--- src/rtl/fuzzy_temp_ctl.sv ---
module fuzzy_temp_ctl #(
  parameter int TW = 9,
  parameter int MW = 8
) (
  input  logic          clk,
  input  logic          rst_n,
  input  logic          start,
  input  logic          clr_buf,
  input  logic [TW-1:0] temp_a,
  input  logic [TW-1:0] temp_b,
  output logic          done,
  output logic [TW-1:0] result,
  output logic          no_fire
);
  localparam logic [TW-1:0] PT_LO  = TW'(70);
  localparam logic [TW-1:0] PT_MID = TW'(210);
  localparam logic [TW-1:0] PT_HI  = TW'(350);
  localparam logic [MW-1:0] FULL   = '1;
  localparam int SEG   = 140;
  localparam int SLOPE = ((1 << MW) - 1) * 256 / SEG;
  localparam int PW    = MW + TW;
  localparam int DW    = $clog2(3 * ((1 << MW) - 1) + 1);
  localparam int NW    = $clog2(350 * 3 * ((1 << MW) - 1) + 1);
  localparam int CW    = $clog2(NW);

  typedef enum logic [1:0] {S_IDLE, S_LOAD, S_DIV} st_t;

  function automatic logic [MW-1:0] ramp(input logic [TW-1:0] d);
    logic [PW-1:0] p;
    p = PW'(d) * PW'(SLOPE) + PW'(128);
    return p[MW+7:8];
  endfunction

  function automatic logic [3*MW-1:0] grade(input logic [TW-1:0] t);
    logic [MW-1:0] l, m, h;
    if (t <= PT_LO) begin
      l = FULL; m = '0; h = '0;
    end else if (t < PT_MID) begin
      m = ramp(t - PT_LO); l = FULL - m; h = '0;
    end else if (t < PT_HI) begin
      h = ramp(t - PT_MID); m = FULL - h; l = '0;
    end else begin
      l = '0; m = '0; h = FULL;
    end
    return {h, m, l};
  endfunction

  function automatic logic [MW-1:0] mn(input logic [MW-1:0] x, input logic [MW-1:0] y);
    return (x < y) ? x : y;
  endfunction

  function automatic logic [MW-1:0] mx(input logic [MW-1:0] x, input logic [MW-1:0] y);
    return (x > y) ? x : y;
  endfunction

  st_t           state;
  logic [MW-1:0] buf_l, buf_m, buf_h;
  logic [NW-1:0] quo;
  logic [DW-1:0] rem, dvs;
  logic [CW-1:0] cnt;

  logic [MW-1:0] a_l, a_m, a_h, b_l, b_m, b_h;
  assign {a_h, a_m, a_l} = grade(temp_a);
  assign {b_h, b_m, b_l} = grade(temp_b);

  logic [MW-1:0] r_h, r_m, r_l;
  assign r_h = mx(mx(mn(a_l, b_l), mn(a_m, b_l)), mn(a_h, b_l));
  assign r_m = mx(mn(a_l, b_m), mn(a_h, b_m));
  assign r_l = mx(mx(mn(a_l, b_h), mn(a_m, b_h)), mn(a_h, b_h));

  logic          go;
  logic [MW-1:0] base_l, base_m, base_h;
  assign go     = (state == S_IDLE) && start;
  assign base_l = clr_buf ? '0 : buf_l;
  assign base_m = clr_buf ? '0 : buf_m;
  assign base_h = clr_buf ? '0 : buf_h;

  logic [NW-1:0] num;
  logic [DW-1:0] den;
  assign num = NW'(buf_l) * NW'(PT_LO) + NW'(buf_m) * NW'(PT_MID) + NW'(buf_h) * NW'(PT_HI);
  assign den = DW'(buf_l) + DW'(buf_m) + DW'(buf_h);

  logic [DW:0]   sh, diff;
  logic          ge;
  logic [DW-1:0] rem_n;
  logic [NW-1:0] quo_n;
  assign sh    = {rem, quo[NW-1]};
  assign diff  = sh - {1'b0, dvs};
  assign ge    = sh >= {1'b0, dvs};
  assign rem_n = ge ? diff[DW-1:0] : sh[DW-1:0];
  assign quo_n = {quo[NW-2:0], ge};

  always_ff @(posedge clk or negedge rst_n) begin
    if (!rst_n) begin
      buf_l <= '0; buf_m <= '0; buf_h <= '0;
    end else if (go) begin
      buf_l <= mx(base_l, r_l);
      buf_m <= mx(base_m, r_m);
      buf_h <= mx(base_h, r_h);
    end else if (clr_buf) begin
      buf_l <= '0; buf_m <= '0; buf_h <= '0;
    end
  end

  always_ff @(posedge clk or negedge rst_n) begin
    if (!rst_n) begin
      state   <= S_IDLE;
      quo     <= '0;
      rem     <= '0;
      dvs     <= '0;
      cnt     <= '0;
      done    <= 1'b0;
      result  <= '0;
      no_fire <= 1'b0;
    end else begin
      done <= 1'b0;
      case (state)
        S_IDLE: if (go) state <= S_LOAD;
        S_LOAD: begin
          if (den == '0) begin
            result  <= '0;
            no_fire <= 1'b1;
            done    <= 1'b1;
            state   <= S_IDLE;
          end else begin
            quo   <= num;
            rem   <= '0;
            dvs   <= den;
            cnt   <= CW'(NW - 1);
            state <= S_DIV;
          end
        end
        S_DIV: begin
          quo <= quo_n;
          rem <= rem_n;
          if (cnt == '0) begin
            result  <= quo_n[TW-1:0];
            no_fire <= 1'b0;
            done    <= 1'b1;
            state   <= S_IDLE;
          end else begin
            cnt <= cnt - 1'b1;
          end
        end
        default: state <= S_IDLE;
      endcase
    end
  end

  always_comb begin
    assert_adjacent_a_R2: assert (!(a_l != '0 && a_h != '0));
    assert_adjacent_b_R2: assert (!(b_l != '0 && b_h != '0));
  end

  assert_done_pulse_R8: assert property (@(posedge clk) disable iff (!rst_n)
    done |=> !done);
  assert_hold_R8: assert property (@(posedge clk) disable iff (!rst_n)
    !$stable(result) |-> done);
  assert_nofire_zero_R7: assert property (@(posedge clk) disable iff (!rst_n)
    no_fire |-> (result == '0));
  assert_range_R6: assert property (@(posedge clk) disable iff (!rst_n)
    result <= PT_HI);
  assert_keep_max_R4: assert property (@(posedge clk) disable iff (!rst_n)
    !clr_buf |=> (buf_h >= $past(buf_h)) && (buf_m >= $past(buf_m)) && (buf_l >= $past(buf_l)));
  assert_busy_ignored_R9: assert property (@(posedge clk) disable iff (!rst_n)
    (state != S_IDLE && !clr_buf) |=> $stable(buf_h) && $stable(buf_m) && $stable(buf_l));
  assert_done_idle_R8: assert property (@(posedge clk) disable iff (!rst_n)
    done |-> (state == S_IDLE));

endmodule

--- config.mk ---
export PLATFORM = sky130hd
export DESIGN_NAME = fuzzy_temp_ctl
export DESIGN_NICKNAME = d
export VERILOG_FILES = /design/src/rtl/fuzzy_temp_ctl.sv
export SDC_FILE = /design/constraint.sdc
export NUM_CORES = 1
export LEC_CHECK = 0
export BUFFER_PORTS_ARGS = -buffer_cell sky130_fd_sc_hd__buf_2
export CAP_MARGIN = 30
export CELL_PAD_IN_SITES_DETAIL_PLACEMENT = 0
export CELL_PAD_IN_SITES_GLOBAL_PLACEMENT = 1
export CORE_UTILIZATION = 30
export CTS_BUF_LIST = sky130_fd_sc_hd__clkbuf_8
export DETAILED_ROUTE_END_ITERATION = 10
export GPL_ROUTABILITY_DRIVEN = 1
export PLACE_DENSITY_LB_ADDON = 0.1
export SLEW_MARGIN = 40
export SYNTH_ARGS = -nofsm -noshare
export SYNTH_HDL_FRONTEND = slang
export SYNTH_SLANG_ARGS = --single-unit
--- constraint.sdc ---
create_clock -name clk -period 5 [get_ports clk]
set_input_delay 1 -clock clk [delete_from_list [all_inputs] [get_ports clk]]
set_output_delay 1 -clock clk [all_outputs]
set_load 0.01 [all_outputs]
==> summary.txt, run 1 <==
Setup path
  • Worst setup path startpoint: temp_a[1]
  • Slowest-stage cell, CP: fa_1
  • Slowest stage delay, CP: 0.49 ns
  • Crit end category: flop
  • WP depth: 59
  • Delay-heaviest family, CP: compound AO/OA/AOI/OAI gates
  • CP Buf/Inv Count: 14
  • CP startpoint kind: input port
  • R2R depth: 25
  • Crit-path max FO: 5
  • Worst path arrival time: 11.19 ns
  • R2R Path Start: buf_h[1]$_DFF_PN0_
  • Worst Path Required: 5.31 ns
  • CP Class: in -> reg
  • Worst R2R Setup Slack: -0.48 ns

Clock network
  • CTS root buf: clkbuf_8
  • H-Tree Depth: 3
  • Clk sinks: 81
  • Worst skew pair latency: 0.41 ns
  • Worst-path clk slew: 0.09 ns
  • Num CTS Buffers: 9
  • CTS max path bufs: 2
  • CTS tree: yes
  • Hold-fix buffers, CTS: 0

Placement
  • I/O Buffers: 32
  • Gpl congestion: 0.8800
  • Area after DPL: 0.02437 mm2
  • Detail Placement HPWL: 48230 um

STA
  • Fmax achieved: 0.09189 GHz
  • Worst setup margin: -5.883 ns
  • Final Max Tran Viols: 0
  • Clock Skew: 0.01688 ns
  • Max-Slew Margin vs Limit: 0.4919
  • Tmin final: 10.88 ns
  • Final Hold Viols: 0
  • RSZ-0062 raised after global routing: true
  • Crit share post-route: 2.177
  • Worst-margin pin slew: 0.7564 ns
  • # setup viols final: 31

Logic synthesis
  • Count leader, synth: ha_1
  • Yosys warning count: 0
  • Sequential cell area fraction in the yosys report: 0.1095
  • Post-Syn Area: 0.01851 mm2
  • Post-Synthesis Cells: 2216
  • Post-synthesis cell type count: 95
  • Yosys reg bits: 81
  • Largest cells by area after synthesis: ha_1, dfrtp_1, fa_1
  • EDFF count, synth: 0
  • Syn avg cell area: 8.354 um2
  • Area leader, netlist: ha_1
  • Most frequent cells after synthesis: ha_1, inv_1, nand2_1, a21oi_1, o21ai_0
  • Syn Nets: 2727
  • Synth top area share: 0.2636
  • Share of async-settable or async-resettable flops after synthesis: 1.000
  • Prevailing post-synth register cell: dfrtp_1

Finish
  • Layout cells sized above 1: 0.4115
  • Nets: 3372
  • Cell area after layout: 0.02775 mm2
  • Filler Cells Inserted: 5921
  • Area grow syn2layout: 49.89%
  • Final Core Density: 0.4571

Drt
  • Iter 0 DRT Violations: 452
  • Routed length per placed instance: 15.81 um
  • Antenna Nets Post-Route: 0
  • Routed vias/inst: 4.749
  • DRT Pass-1 Iters: 5
  • Overall routed net length: 57660 um
  • Vias: 17.32k
  • DRC errors left: 0

Worst hold path
  • Worst Min Path Start: result[5]$_DFFE_PN0P_
  • Cells on Worst Hold Path: 2
  • Hold Path Class: reg -> reg

Die
  • Initial Utilization: 0.3050
  • Die Span X: 250.4 um
  • Die height: 250.4 um
  • IO Pins: 33
  • CORE AREA: 0.06070 mm2
  • # rows: 90
  • Full die area: 0.06270 mm2

Flow run
  • Max_cap viols: 0

Global routing
  • Overflow after GRT: 0
  • Initial antenna violation count: 1
  • Number of global-route vias before repair: 18.29k
  • Global-route wire length before repair: 93340 um
  • Largest net degree at the start of global routing: 46
  • Total track usage: 0.1845

Run status
  • Status: finished with violations
  • Failing checks: setup timing
==> path summary, 6_finish.rpt <==
path | to
setup / recovery | buf_h[5]$_DFF_PN0_
hold / removal | result[5]$_DFFE_PN0P_
setup reg to reg | quo[16]$_DFFE_PN0P_
hold reg to reg | result[5]$_DFFE_PN0P_
max in group asynchronous | buf_m[1]$_DFF_PN0_
min in group asynchronous | result[1]$_DFFE_PN0P_
==> per-stage QoR <==
stage               TNS (ns)  setup slack [ns]  cells  hold slack [ns]
finish               -127.48            -5.883   3648           0.4780
CTS                  -130.57            -5.917   3631           0.4852
global placement     -149.48            -6.627   3515           0.4593
global route         -140.05            -6.389   3648           0.5241
detailed placement   -154.12            -6.850   3515           0.4654
floorplan            -131.22            -6.159   2216           0.4457
==> sequential cells by signal, summed over array words and instances (netlist names) <==
name     flops
done         1
dvs         10
buf_l        8
buf_m        8
result       9
buf_h        8
state        2
no_fire      1
quo         19
rem         10
cnt          5
==> layout make-up <==
type / count / area, um2 / share of cell area
Clock inverter: 6 / 91.34 / 0.003292
Multi-Input combinational cell: 1734 / 17790 / 0.6413
Inverter: 354 / 1350 / 0.04866
Timing Repair Buffer: 681 / 5375 / 0.1937
Clock buffer: 9 / 123.9 / 0.004464
Sequential cell: 81 / 2032 / 0.07323
Antenna cell: 1 / 2.502 / 0.00009019
Tap cell: 782 / 978.4 / 0.03526
==> tightest hold or removal path, cell delays in order (launching register included) <==
cell	delay, ns
dfrtp_1	0.34
nand2_1	0.04
o21ai_0	0.06
==> logic make-up (layout without fill, tap and decap cells) <==
kind of cell,count (synthesis),after routing,share of synthesized area
AOI/OAI and AO/OA,515,515,0.1817
xor gates and xnor gates,149,149,0.07489
adders and majority gates,491,491,0.3718
buffers and inverters,401,1050,0.08226
DFF,81,81,0.1095
muxes,87,87,0.04907
other,0,1,0
and+or+nand+nor,492,492,0.1308
==> placed cells by master, fill, tap and decap left out, types with 33 or more instances in the layout <==
master,n
o21ai_0,73
buf_4,597
fa_1,96
nand2_1,135
o21ai_2,34
nor2_1,102
buf_6,44
ha_1,309
a21oi_2,48
ha_4,69
xnor2_1,61
inv_1,305
xnor2_2,33
a21oi_1,78
mux2i_1,42
nor2b_1,41
inv_2,44
a21o_1,55
dfrtp_1,77
==> timing repair <==
item,CTS,global route
pin swaps,152,170
cloned,4,0
setup buffers,102,32
gates resized for setup,248,213
setup endpoints to repair,32,33
==> per-layer routing <==
metal	GRT usage	part of all wire	vias up
met5	0	0	-
li1	-	-	8900
met3	0.009872	0.010	60
met2	0.3462	0.52	116
met1	0.2273	0.45	8248
met4	0.04733	0.021	0
Power of run 1 is left out: the tool's default activity adds up to more than one toggle a clock period on the data nets, which glitch-free logic cannot reach.
==> run 2, diff against run 1 <==
--- a/config.mk
+++ b/config.mk
@@ -10,7 +10,7 @@
 export CELL_PAD_IN_SITES_DETAIL_PLACEMENT = 0
 export CELL_PAD_IN_SITES_GLOBAL_PLACEMENT = 1
 export CORE_UTILIZATION = 30
-export CTS_BUF_LIST = sky130_fd_sc_hd__clkbuf_8
+export CTS_BUF_LIST = sky130_fd_sc_hd__clkbuf_16
 export DETAILED_ROUTE_END_ITERATION = 10
 export GPL_ROUTABILITY_DRIVEN = 1
 export PLACE_DENSITY_LB_ADDON = 0.1
==> summary.txt, run 2 (same netlist as run 1, synthesis figures left out) <==
Run status
  • Status: finished with violations (unchanged)
  • Failing checks: setup timing (unchanged)

Setup path
  • R2R Path Start: buf_h[1]$_DFF_PN0_ (unchanged)
  • Most used cell, CP: ha_4
  • CP Class: in -> reg (unchanged)
  • Worst path arrival time: 11.20 ns (was 11.19 ns)
  • R2R depth: 25 (unchanged)
  • Worst R2R Setup Slack: -0.55 ns (was -0.48 ns)
  • Crit-path max FO: 5 (unchanged)
  • Worst Path Required: 5.25 ns (was 5.31 ns)
  • Slowest-stage cell, CP: fa_1 (unchanged)
  • Delay-heaviest family, CP: compound AO/OA/AOI/OAI gates (unchanged)
  • Worst r2r dst: quo[16]$_DFFE_PN0P_ (unchanged)
  • Slowest stage delay, CP: 0.56 ns (was 0.49 ns)
  • CP Buf/Inv Count: 12 (was 14)
  • WP depth: 61 (was 59)
  • Crit end category: flop (unchanged)
  • CP startpoint kind: input port (unchanged)

STA
  • Crit share post-route: 2.188 (was 2.177)
  • Max-Slew Margin vs Limit: 0.4588 (was 0.4919)
  • Tmin final: 10.94 ns (was 10.88 ns)
  • Worst-margin pin slew: 0.8055 ns (was 0.7564 ns)
  • Worst setup margin: -5.941 ns (was -5.883 ns)
  • TNS Setup: -129.80 ns (was -127.48 ns)
  • Final Max Tran Viols: 0 (unchanged)
  • # setup viols final: 31 (unchanged)
  • Final Hold Viols: 0 (unchanged)
  • RSZ-0062 raised after global routing: true (unchanged)
  • Clock Skew: 0.01100 ns (was 0.01688 ns)
  • Fmax achieved: 0.09140 GHz (was 0.09189 GHz)

Die
  • Die Span X: 250.4 um (unchanged)
  • IO Pins: 33 (unchanged)
  • Full die area: 0.06270 mm2 (unchanged)
  • # rows: 90 (unchanged)
  • Die height: 250.4 um (unchanged)
  • Initial Utilization: 0.3050 (unchanged)
  • CORE AREA: 0.06070 mm2 (unchanged)

Global routing
  • Global-route wire length before repair: 93420 um (was 93340 um)
  • Number of global-route vias before repair: 18.31k (was 18.29k)
  • Initial antenna violation count: 0 (was 1)
  • Largest net degree at the start of global routing: 46 (unchanged)
  • Total track usage: 0.1844 (was 0.1845)
  • Overflow after GRT: 0 (unchanged)

Drt
  • DRT Pass-1 Iters: 4 (was 5)
  • DRC errors left: 0 (unchanged)
  • Routed vias/inst: 4.755 (was 4.749)
  • Iter 0 DRT Violations: 482 (was 452)
  • Overall routed net length: 57800 um (was 57660 um)
  • Antenna Nets Post-Route: 0 (unchanged)
  • Vias: 17.36k (was 17.32k)
  • Routed length per placed instance: 15.83 um (was 15.81 um)

Finish
  • Layout cells sized above 1: 0.4146 (was 0.4115)
  • Nets: 3375 (was 3372)
  • Max reg flops: 19 (unchanged)
  • Top reg by flops: quo (unchanged)
  • Top Registers: quo x19, dvs x10, rem x10 (unchanged)
  • Area grow syn2layout: 51.46% (was 49.89%)
  • # diodes: 0 (was 1)
  • Filler Cells Inserted: 5899 (was 5921)
  • Most common cell after layout, fill and taps aside: buf_4 (unchanged)
  • Most frequent cells in the layout: buf_4, inv_1, ha_1, nand2_1, nor2_1 (was buf_4, ha_1, inv_1, nand2_1, nor2_1)

Placement
  • I/O Buffers: 32 (unchanged)
  • Gpl congestion: 0.8800 (unchanged)
  • Detail Placement HPWL: 48230 um (unchanged)

Flow run
  • Max_cap viols: 0 (unchanged)

Clock network
  • CTS tree: yes (unchanged)
  • Worst skew pair latency: 0.37 ns (was 0.41 ns)
  • CTS max path bufs: 2 (unchanged)
  • Clk sinks: 81 (unchanged)
  • Num CTS Buffers: 9 (unchanged)
  • Worst-path clk slew: 0.06 ns (was 0.09 ns)
  • CTS root buf: clkbuf_16 (was clkbuf_8)
  • H-Tree Depth: 3 (unchanged)

Worst hold path
  • Worst Min Path Start: result[5]$_DFFE_PN0P_ (unchanged)
  • Cells on Worst Hold Path: 2 (unchanged)
  • Hold Path Class: reg -> reg (unchanged)
  • WHS Endpoint: result[5]$_DFFE_PN0P_ (unchanged)
## run 2: cell count changes in the layout (fill, tap and decap cells not counted), sizes merged
cell,before,now
diode,1,0
clkinv,4,3
inv,353,354
buf,681,683
clkbuf,9,10
## run 2: cell type report
type | instances | area [um2] | share of cell area
Timing Repair Buffer | 684 | 5398 | 0.1925
Tap cell | 782 | 978.4 | 0.03490
Sequential cell | 81 | 2032 | 0.07247
Multi-Input combinational cell | 1734 | 17970 | 0.6409
Inverter | 354 | 1345 | 0.04797
Clock inverter | 6 | 91.34 | 0.003258
Clock buffer | 9 | 225.2 | 0.008032
## run 2: layer usage
layer	wire length, um	vias to the layer above	global-route usage
met4	1309	0	0.04610
li1	-	8908	-
met5	0	-	0
met2	30210	121	0.3479
met3	660	62	0.007378
met1	25620	8265	0.2278
## run 2: worst min-delay path, stage by stage (launching register included)
cell,delay [ns]
dfrtp_1,0.33
nand2_1,0.04
o21ai_0,0.06
## run 2: how the worst max path moves through the flow
| stage | start | endpoint | slack, ns |
|---|---|---|---|
| detailed placement | temp_a[1] | buf_l[6]$_DFF_PN0_ | -6.85 |
| global placement | temp_a[1] | buf_h[3]$_DFF_PN0_ | -6.63 |
| CTS | temp_a[1] | buf_h[5]$_DFF_PN0_ | -5.90 |
| finish | temp_a[1] | buf_h[2]$_DFF_PN0_ | -5.94 |
| global route | temp_a[1] | buf_h[2]$_DFF_PN0_ | -6.47 |
| floorplan | temp_a[1] | buf_h[5]$_DFF_PN0_ | -6.16 |
## run 2: through the flow
| step | hold slack, ns | setup WS (ns) | std cells | area, um2 | util |
|---|---|---|---|---|---|
| 3_5_place_dp | 0.4654 | -6.850 | 3515 | 24370 | 0.4015 |
| 3_3_place_gp | 0.4593 | -6.627 | 3515 | 24370 | 0.4015 |
| 4_1_cts | 0.4794 | -5.899 | 3620 | 26690 | 0.4397 |
| 6_report | 0.4723 | -5.941 | 3650 | 28040 | 0.4619 |
| 2_1_floorplan | 0.4457 | -6.159 | 2216 | 19490 | - |
| 5_1_grt | 0.5184 | -6.471 | 3650 | 28040 | 0.4619 |
## run 2: repair_timing
action,in CTS,in global routing
hold endpoints to repair,0,0
hold buffers,0,0
cloned,4,0
setup endpoints to repair,32,33
resized for setup,266,213
setup buffers,96,47
pin swaps,135,179
Power of run 2 is left out for the same reason.
